==> src/rtl/spi_reg_pkg.sv <==
package spi_reg_pkg;
  localparam int CMD_W   = 8;
  localparam int DATA_W  = 16;
  localparam int CRC_W   = 8;
  localparam int BODY_W  = CMD_W + DATA_W;
  localparam int FRAME_W = BODY_W + CRC_W;
  localparam int CNT_W   = $clog2(FRAME_W) + 1;
  localparam int NUM_WR  = 4;
  localparam int CTRL_CRC_BIT    = 14;
  localparam int CTRL_NOAUTO_BIT = 12;
  localparam logic [CRC_W-1:0] CRC_POLY = 8'h07;
  localparam logic [CMD_W-1:0] AUTO_TAG = 8'h05;

  typedef enum logic [CMD_W-2:0] {
    A_DAC   = 7'd1,
    A_CTRL  = 7'd2,
    A_OFFS  = 7'd3,
    A_GAIN  = 7'd4,
    A_FAULT = 7'd5
  } addr_e;

  function automatic logic [CRC_W-1:0] crc_step(logic [CRC_W-1:0] c, logic b);
    logic fb;
    fb = c[CRC_W-1] ^ b;
    return {c[CRC_W-2:0], 1'b0} ^ (fb ? CRC_POLY : '0);
  endfunction

  function automatic logic [CRC_W-1:0] crc_body(logic [BODY_W-1:0] w);
    logic [CRC_W-1:0] c;
    c = '0;
    for (int i = BODY_W - 1; i >= 0; i--) c = crc_step(c, w[i]);
    return c;
  endfunction
endpackage

==> src/rtl/spi_sync.sv <==
module spi_sync #(
  parameter int         W       = 1,
  parameter logic [W-1:0] RST_VAL = '0
) (
  input  logic         clk_i,
  input  logic         rst_ni,
  input  logic [W-1:0] d_i,
  output logic [W-1:0] q_o
);
  for (genvar k = 0; k < W; k++) begin : g_bit
    logic s1_q, s2_q;
    always_ff @(posedge clk_i or negedge rst_ni) begin
      if (!rst_ni) begin
        s1_q <= RST_VAL[k];
        s2_q <= RST_VAL[k];
      end else begin
        s1_q <= d_i[k];
        s2_q <= s1_q;
      end
    end
    assign q_o[k] = s2_q;
  end
endmodule

==> src/rtl/spi_rx.sv <==
module spi_rx
  import spi_reg_pkg::*;
(
  input  logic               clk_i,
  input  logic               rst_ni,
  input  logic               csn_i,
  input  logic               sclk_i,
  input  logic               sdi_i,
  output logic               start_o,
  output logic               end_o,
  output logic               rise_o,
  output logic [FRAME_W-1:0] shift_o,
  output logic [CNT_W-1:0]   cnt_o,
  output logic [CRC_W-1:0]   crc_o
);
  logic csn_q, sclk_q, fall;
  logic [FRAME_W-1:0] shift_q;
  logic [CNT_W-1:0]   cnt_q;
  logic [CRC_W-1:0]   crc_q;

  assign start_o = csn_q & ~csn_i;
  assign end_o   = ~csn_q & csn_i;
  assign rise_o  = ~csn_i & ~sclk_q & sclk_i;
  assign fall    = ~csn_i & sclk_q & ~sclk_i;

  always_ff @(posedge clk_i or negedge rst_ni) begin
    if (!rst_ni) begin
      csn_q   <= 1'b1;
      sclk_q  <= 1'b0;
      shift_q <= '0;
      cnt_q   <= '0;
      crc_q   <= '0;
    end else begin
      csn_q  <= csn_i;
      sclk_q <= sclk_i;
      if (start_o) begin
        cnt_q <= '0;
        crc_q <= '0;
      end else if (fall) begin
        shift_q <= {shift_q[FRAME_W-2:0], sdi_i};
        if (cnt_q != '1) cnt_q <= cnt_q + 1'b1;
        if (cnt_q < CNT_W'(BODY_W)) crc_q <= crc_step(crc_q, sdi_i);
      end
    end
  end

  assign shift_o = shift_q;
  assign cnt_o   = cnt_q;
  assign crc_o   = crc_q;

  p_cnt_frozen_idle_r3: assert property (@(posedge clk_i) disable iff (!rst_ni)
    (csn_i && csn_q) |=> $stable(cnt_q));
endmodule

==> src/rtl/spi_regs.sv <==
module spi_regs
  import spi_reg_pkg::*;
(
  input  logic                          clk_i,
  input  logic                          rst_ni,
  input  logic                          start_i,
  input  logic                          end_i,
  input  logic [FRAME_W-1:0]            shift_i,
  input  logic [CNT_W-1:0]              cnt_i,
  input  logic [CRC_W-1:0]              crc_i,
  input  logic                          loop_fault_i,
  input  logic                          overtemp_i,
  input  logic                          wdt_timeout_i,
  output logic [NUM_WR-1:0][DATA_W-1:0] regs_o,
  output logic [NUM_WR-1:0]             stb_o,
  output logic                          ok_o,
  output logic                          cnt_err_o,
  output logic                          crc_err_o,
  output logic                          tx_load_o,
  output logic [FRAME_W-1:0]            tx_word_o
);
  logic crc_en, no_auto, cnt_ok, crc_ok, good, is_rd;
  logic [CMD_W-1:0]  cmd;
  logic [DATA_W-1:0] data, rd_data, fault_w;
  logic [BODY_W-1:0] resp;
  logic              fault_sel;
  logic              pend_q, ok_q, cnt_err_q, crc_err_q;
  logic [CMD_W-1:0]  pend_cmd_q;

  assign crc_en  = regs_o[A_CTRL-1][CTRL_CRC_BIT];
  assign no_auto = regs_o[A_CTRL-1][CTRL_NOAUTO_BIT];
  assign cmd     = crc_en ? shift_i[FRAME_W-1 -: CMD_W] : shift_i[BODY_W-1 -: CMD_W];
  assign data    = crc_en ? shift_i[FRAME_W-CMD_W-1 -: DATA_W] : shift_i[DATA_W-1:0];
  assign cnt_ok  = cnt_i == (crc_en ? CNT_W'(FRAME_W) : CNT_W'(BODY_W));
  assign crc_ok  = !crc_en || (shift_i[CRC_W-1:0] == crc_i);
  assign good    = end_i && cnt_ok && crc_ok;
  assign is_rd   = cmd[CMD_W-1];

  for (genvar k = 0; k < NUM_WR; k++) begin : g_reg
    localparam logic [DATA_W-1:0] RV = (k == A_GAIN - 1) ? '1 : '0;
    logic [DATA_W-1:0] q;
    logic              s;
    logic              hit;
    assign hit = good && !is_rd && (cmd[CMD_W-2:0] == (CMD_W-1)'(k + 1));
    always_ff @(posedge clk_i or negedge rst_ni) begin
      if (!rst_ni) begin
        q <= RV;
        s <= 1'b0;
      end else begin
        s <= hit;
        if (hit) q <= data;
      end
    end
    assign regs_o[k] = q;
    assign stb_o[k]  = s;
  end

  assign fault_w = {3'b000, loop_fault_i, overtemp_i, 1'b0, crc_err_q, cnt_err_q,
                    wdt_timeout_i, 7'b0000000};

  always_comb begin
    case (pend_cmd_q[CMD_W-2:0])
      A_DAC, A_CTRL, A_OFFS, A_GAIN: rd_data = regs_o[pend_cmd_q[CMD_W-2:0] - 1'b1];
      A_FAULT:                       rd_data = fault_w;
      default:                       rd_data = '0;
    endcase
    if (pend_q) begin
      resp      = {pend_cmd_q, rd_data};
      fault_sel = pend_cmd_q[CMD_W-2:0] == A_FAULT;
    end else if (!no_auto) begin
      resp      = {AUTO_TAG, fault_w};
      fault_sel = 1'b1;
    end else begin
      resp      = '0;
      fault_sel = 1'b0;
    end
  end

  assign tx_load_o = start_i;
  assign tx_word_o = {resp, crc_en ? crc_body(resp) : {CRC_W{1'b0}}};

  always_ff @(posedge clk_i or negedge rst_ni) begin
    if (!rst_ni) begin
      pend_q     <= 1'b0;
      pend_cmd_q <= '0;
      ok_q       <= 1'b0;
      cnt_err_q  <= 1'b0;
      crc_err_q  <= 1'b0;
    end else begin
      ok_q <= good;
      if (start_i) begin
        pend_q <= 1'b0;
        if (fault_sel) begin
          cnt_err_q <= 1'b0;
          crc_err_q <= 1'b0;
        end
      end
      if (end_i && !cnt_ok) cnt_err_q <= 1'b1;
      if (end_i && cnt_ok && !crc_ok) crc_err_q <= 1'b1;
      if (good && is_rd) begin
        pend_q     <= 1'b1;
        pend_cmd_q <= cmd;
      end
    end
  end

  assign ok_o      = ok_q;
  assign cnt_err_o = cnt_err_q;
  assign crc_err_o = crc_err_q;

  p_stb_onehot_r2: assert property (@(posedge clk_i) disable iff (!rst_ni)
    $onehot0(stb_o));
  p_stb_with_ok_r2: assert property (@(posedge clk_i) disable iff (!rst_ni)
    (|stb_o) |-> ok_o);
  p_dac_only_on_stb_r2: assert property (@(posedge clk_i) disable iff (!rst_ni)
    !$stable(regs_o[A_DAC-1]) |-> stb_o[A_DAC-1]);
  p_gain_only_on_stb_r10: assert property (@(posedge clk_i) disable iff (!rst_ni)
    !$stable(regs_o[A_GAIN-1]) |-> stb_o[A_GAIN-1]);
  p_crc_err_needs_en_r5: assert property (@(posedge clk_i) disable iff (!rst_ni)
    $rose(crc_err_q) |-> crc_en);
  p_ok_not_cnt_err_r3: assert property (@(posedge clk_i) disable iff (!rst_ni)
    ok_o |-> !$rose(cnt_err_q));
endmodule

==> src/rtl/spi_tx.sv <==
module spi_tx
  import spi_reg_pkg::*;
(
  input  logic               clk_i,
  input  logic               rst_ni,
  input  logic               load_i,
  input  logic [FRAME_W-1:0] word_i,
  input  logic               rise_i,
  output logic               sdo_o
);
  logic [FRAME_W-1:0] sh_q;
  logic               sdo_q;

  always_ff @(posedge clk_i or negedge rst_ni) begin
    if (!rst_ni) begin
      sh_q  <= '0;
      sdo_q <= 1'b0;
    end else if (load_i) begin
      sh_q <= word_i;
    end else if (rise_i) begin
      sdo_q <= sh_q[FRAME_W-1];
      sh_q  <= {sh_q[FRAME_W-2:0], 1'b0};
    end
  end

  assign sdo_o = sdo_q;

  p_sdo_moves_on_rise_r6: assert property (@(posedge clk_i) disable iff (!rst_ni)
    !rise_i |=> $stable(sdo_q));
endmodule

==> src/rtl/spi_reg_slave.sv <==
module spi_reg_slave
  import spi_reg_pkg::*;
(
  input  logic              clk_i,
  input  logic              rst_ni,
  input  logic              csn_i,
  input  logic              sclk_i,
  input  logic              sdi_i,
  output logic              sdo_o,
  input  logic              loop_fault_i,
  input  logic              overtemp_i,
  input  logic              wdt_timeout_i,
  output logic [DATA_W-1:0] dac_o,
  output logic [DATA_W-1:0] ctrl_o,
  output logic [DATA_W-1:0] offset_o,
  output logic [DATA_W-1:0] gain_o,
  output logic [NUM_WR-1:0] wr_stb_o,
  output logic              frame_ok_o,
  output logic              cnt_err_o,
  output logic              crc_err_o
);
  logic [2:0] sync_q;
  logic start, fin, rise, tx_load;
  logic [FRAME_W-1:0] shift, tx_word;
  logic [CNT_W-1:0]   cnt;
  logic [CRC_W-1:0]   crc;
  logic [NUM_WR-1:0][DATA_W-1:0] regs;

  spi_sync #(.W(3), .RST_VAL(3'b001)) i_sync (
    .clk_i (clk_i), .rst_ni (rst_ni),
    .d_i   ({sdi_i, sclk_i, csn_i}),
    .q_o   (sync_q)
  );

  spi_rx i_rx (
    .clk_i (clk_i), .rst_ni (rst_ni),
    .csn_i (sync_q[0]), .sclk_i (sync_q[1]), .sdi_i (sync_q[2]),
    .start_o (start), .end_o (fin), .rise_o (rise),
    .shift_o (shift), .cnt_o (cnt), .crc_o (crc)
  );

  spi_regs i_regs (
    .clk_i (clk_i), .rst_ni (rst_ni),
    .start_i (start), .end_i (fin), .shift_i (shift), .cnt_i (cnt), .crc_i (crc),
    .loop_fault_i (loop_fault_i), .overtemp_i (overtemp_i), .wdt_timeout_i (wdt_timeout_i),
    .regs_o (regs), .stb_o (wr_stb_o), .ok_o (frame_ok_o),
    .cnt_err_o (cnt_err_o), .crc_err_o (crc_err_o),
    .tx_load_o (tx_load), .tx_word_o (tx_word)
  );

  spi_tx i_tx (
    .clk_i (clk_i), .rst_ni (rst_ni),
    .load_i (tx_load), .word_i (tx_word), .rise_i (rise),
    .sdo_o (sdo_o)
  );

  assign dac_o    = regs[A_DAC-1];
  assign ctrl_o   = regs[A_CTRL-1];
  assign offset_o = regs[A_OFFS-1];
  assign gain_o   = regs[A_GAIN-1];
endmodule

==> config.mk <==
export PLATFORM = sky130hd
export DESIGN_NAME = spi_reg_slave
export DESIGN_NICKNAME = d
export VERILOG_FILES = /design/src/rtl/spi_reg_pkg.sv /design/src/rtl/spi_sync.sv /design/src/rtl/spi_rx.sv /design/src/rtl/spi_regs.sv /design/src/rtl/spi_tx.sv /design/src/rtl/spi_reg_slave.sv
export SDC_FILE = /design/constraint.sdc
export NUM_CORES = 1
export LEC_CHECK = 0
export ABC_AREA = 1
export BUFFER_PORTS_ARGS = -buffer_cell sky130_fd_sc_hd__buf_2
export CAP_MARGIN = 15
export CORE_MARGIN = 2
export CORE_UTILIZATION = 60
export CTS_CLUSTER_DIAMETER = 200
export DETAILED_ROUTE_END_ITERATION = 12
export GPL_TIMING_DRIVEN = 1
export HOLD_SLACK_MARGIN = 0.06
export PLACE_DENSITY = 0.89
export SYNTH_ARGS = -nofsm -noshare
export SYNTH_HDL_FRONTEND = slang
export SYNTH_HIERARCHICAL = 1
export SYNTH_SLANG_ARGS = --single-unit
==> constraint.sdc <==
create_clock -name clk_i -period 3.6 [get_ports clk_i]
set_clock_uncertainty 0.05 [all_clocks]
set_input_delay 0.36 -clock clk_i [delete_from_list [all_inputs] [get_ports clk_i]]
set_output_delay 0.36 -clock clk_i [all_outputs]
set_load 0.02 [all_outputs]
==> metrics.yaml <==
clocking:
  cts.clk_slew.worst_paths_ns: 0.07
  postCtsSetupRepairBufs: 0
  clock_path_buffers: 2
  numCtsBuffers: 17
  post_cts_resized: 0
  cts_hold_buf: 4
  cts_sinks: 167
  clock_latency_ns: 0.44
  cts_tree: "done"
  h-tree-depth: 4
  cts_root_buf: "clkbuf_16"
floorplan:
  start_util: 0.6189
  die_x_um: 126.9
  row_count: 44
  die_area_um2: 16100
  ios: 80
  core_um2: 14640
  die_h_um: 126.9
synthesis:
  synthTopCellsByArea: "dfrtp_1 41%, nand2_1 15%, nand3_1 7.3%"
  synth.ff_latch_count: 167
  synthFlopType: "dfrtp_1"
  syn_avg_cell_area_um2: 7.681
  syn_inst: 1180
  ys_seq_area_frac: 0.4637
  yosysTopAreaCell: "dfrtp_1"
  synth.net_count: 1193
  yosysMostFrequentCell: "nand2_1"
  synth.distinct_cells: 41
  async_flop_share: 1.000
  syn_area_um2: 9064
  ys_top_cells_by_count: "367 x nand2_1, 148 x dfrtp_1, 132 x nand3_1, 119 x o21ai_0, 100 x inv_1"
  synth_warnings: 6
  synth_top_area_share: 0.4086
  synth_edf_count: 0
final_layout:
  layout.cells.non_filler: 1436
  fillers: 1152
  drive_gt1_frac: 0.1789
  area_delta_synth_final_pct: 11.46
  fin_nets: 1252
  antennaDiodeCount: 0
grt:
  grt_max_degree: 84
  grt_pass1_vias: 7714
  antenna_found_initial: 0
  grt.total_usage: 0.2975
  grt_pass1_wl_um: 37810
  gr-total-overflow: 0
run_status:
  status: "completed"
setup_path:
  path_class: "flip-flop to flip-flop"
  cp_cell_sequence: "xor2_1 -> nor2_1 -> nand4_1 -> o41ai_1 -> nand2_1 -> nor2_1 -> nand2_1 -> o21ai_0"
  crit_family: "simple AND/OR/NAND/NOR gates"
  worst_ep_arrival_time_ns: 3.33
  cp_max_fo: 33
  required_ns: 3.88
  critPathSlowestCell: "nand2_1"
  end_kind: "flip-flop"
  path_buf_inv: 0
  max_stage_delay_ns: 0.70
  setup.worst_path.start_class: "flip-flop"
route:
  routed_via_density: 5.657
  vias: 8123
  detail-route-antenna-nets: 0
  wl_um: 22800
  drt_iter0_drc: 765
  drc: 0
  post_drt_wl_per_cell_um: 15.87
  firstDrtPassIters: 5
pwr:
  ir_drop_v: 0.0003486
  p_total_w: 0.004503
  p_leak_nw: 5.152
  p_per_area_nw_per_um2: 445.7
timing:
  min_period_ns: 3.045
  finalCritPeriodShare: 0.8458
  fin_tns_setup_ns: 0
  hold_viol: 0
  setup_viol: 0
  clock.fmax_ghz: 0.3284
  drv_slew: 0
  tightest_slew_ns: 1.037
  slew-limit-headroom: 0.3068
  rsz0062_at_grt: "false"
  finalWorstSetupSlack_ns: 0.5553
placement:
  place_congestion: 0.9826
  dp.cells: 1399
  port_buffers: 79
  pre_cts_ws_ns: 0.6402
  place_hpwl_um: 16080
run:
  cap_viol_max_count: 0
hold_path:
  min_path_type: "flip-flop to flip-flop"
[worst paths after layout]
check,cells after the start,endpoint,start,slack [ns]
min in group asynchronous,2,i_regs/g_reg[2].q[5]$_DFFE_PN0P_,rst_ni,0.49
max in group asynchronous,3,i_sync/g_bit[0].s1_q$_DFF_PN1_,rst_ni,2.06
worst max register to register,8,i_regs/g_reg[3].q[11]$_DFFE_PN1P_,i_rx/shift_o[0]$_DFFE_PN0P_,0.56
worst max-delay path,8,i_regs/g_reg[3].q[11]$_DFFE_PN1P_,i_rx/shift_o[0]$_DFFE_PN0P_,0.56
worst min register to register,0,i_sync/g_bit[1].s2_q$_DFF_PN0_,i_sync/g_bit[1].s1_q$_DFF_PN0_,0.30
worst min-delay path,0,i_sync/g_bit[1].s2_q$_DFF_PN0_,i_sync/g_bit[1].s1_q$_DFF_PN0_,0.30
[registers in the layout, summed over array words and instances (netlist names), 3 cells and up]
name,flops
i_regs/g.s,4
i_rx/crc_o,8
i_regs/pend_cmd_q,8
i_tx/sh_q,32
i_sync/g_bit.s2_q,3
i_regs/g.q,64
i_sync/g_bit.s1_q,3
i_rx/shift_o,32
i_rx/cnt_o,6
[power by group]
group / internal, W / leakage [nW] / switching [W]
logic: 0.000152 / 2.69 / 0.000353
clock network: 0.00106 / 0.294 / 0.000799
registers: 0.00201 / 2.17 / 0.000133
total: 0.00322 / 5.15 / 0.00128
[stage by stage]
| stage | cell area (um^2) | utilization | hold slack, ns |
|---|---|---|---|
| finish | 10100 | 0.6899 | 0.2994 |
| global route | 10100 | 0.6899 | 0.3003 |
| CTS | 10080 | 0.6885 | 0.3014 |
| detailed placement | 9438 | 0.6445 | 0.2863 |
| global placement | 9438 | 0.6445 | 0.2841 |
| floorplan | 9064 | - | 0.01441 |
[layout make-up]
type	instances	area, um^2	area share
Sequential cell	167	4203	0.4160
Multi-Input combinational cell	844	4083	0.4041
Timing Repair Buffer	97	559.3	0.05536
Clock buffer	18	439.2	0.04347
Inverter	112	422.9	0.04186
Tap cell	184	230.2	0.02279
Clock inverter	14	165.2	0.01635
[placed cells by master, fill, tap and decap left out, types with 2 or more instances in the layout]
master / instances
nor2_1: 74
or2_2: 5
o211ai_1: 2
nand3_2: 12
o21ai_1: 6
o21ai_2: 2
nand3_1: 132
nand4_1: 5
o22ai_1: 5
inv_8: 4
o21ai_0: 119
bufinv_16: 2
xor2_1: 8
nor2_2: 6
nand2_2: 33
nand2_4: 4
dlygate4sd3_1: 4
inv_1: 100
clkinvlp_4: 2
dfrtp_1: 148
buf_2: 78
inv_2: 11
dfstp_2: 19
ha_1: 5
clkinv_2: 2
clkinv_4: 3
a21oi_1: 21
nor3_2: 3
buf_4: 13
xnor2_1: 5
clkbuf_16: 17
nand2_1: 367
mux2i_1: 18
[metal layers]
layer  wire length, um  up-vias  track usage
li1                  -     3903            -
met1              9411     3823       0.3786
met2             10960      328       0.4775
met3              1526       69      0.07465
met4               892        0       0.1454
met5                 0        -            0
[cells by family (layout without fill, tap and decap cells)]
kind of cell / count (synthesis) / count (layout) / share of synthesized area
buf+inv: 169 / 241 / 0.08642
mux: 18 / 18 / 0.01988
fa+ha+maj: 5 / 5 / 0.006902
flops: 167 / 167 / 0.4637
compound gates: 160 / 160 / 0.09208
xor+xnor: 13 / 13 / 0.01256
simple gates: 648 / 648 / 0.3185
No activity file was read; power rests on OpenSTA's default activity.
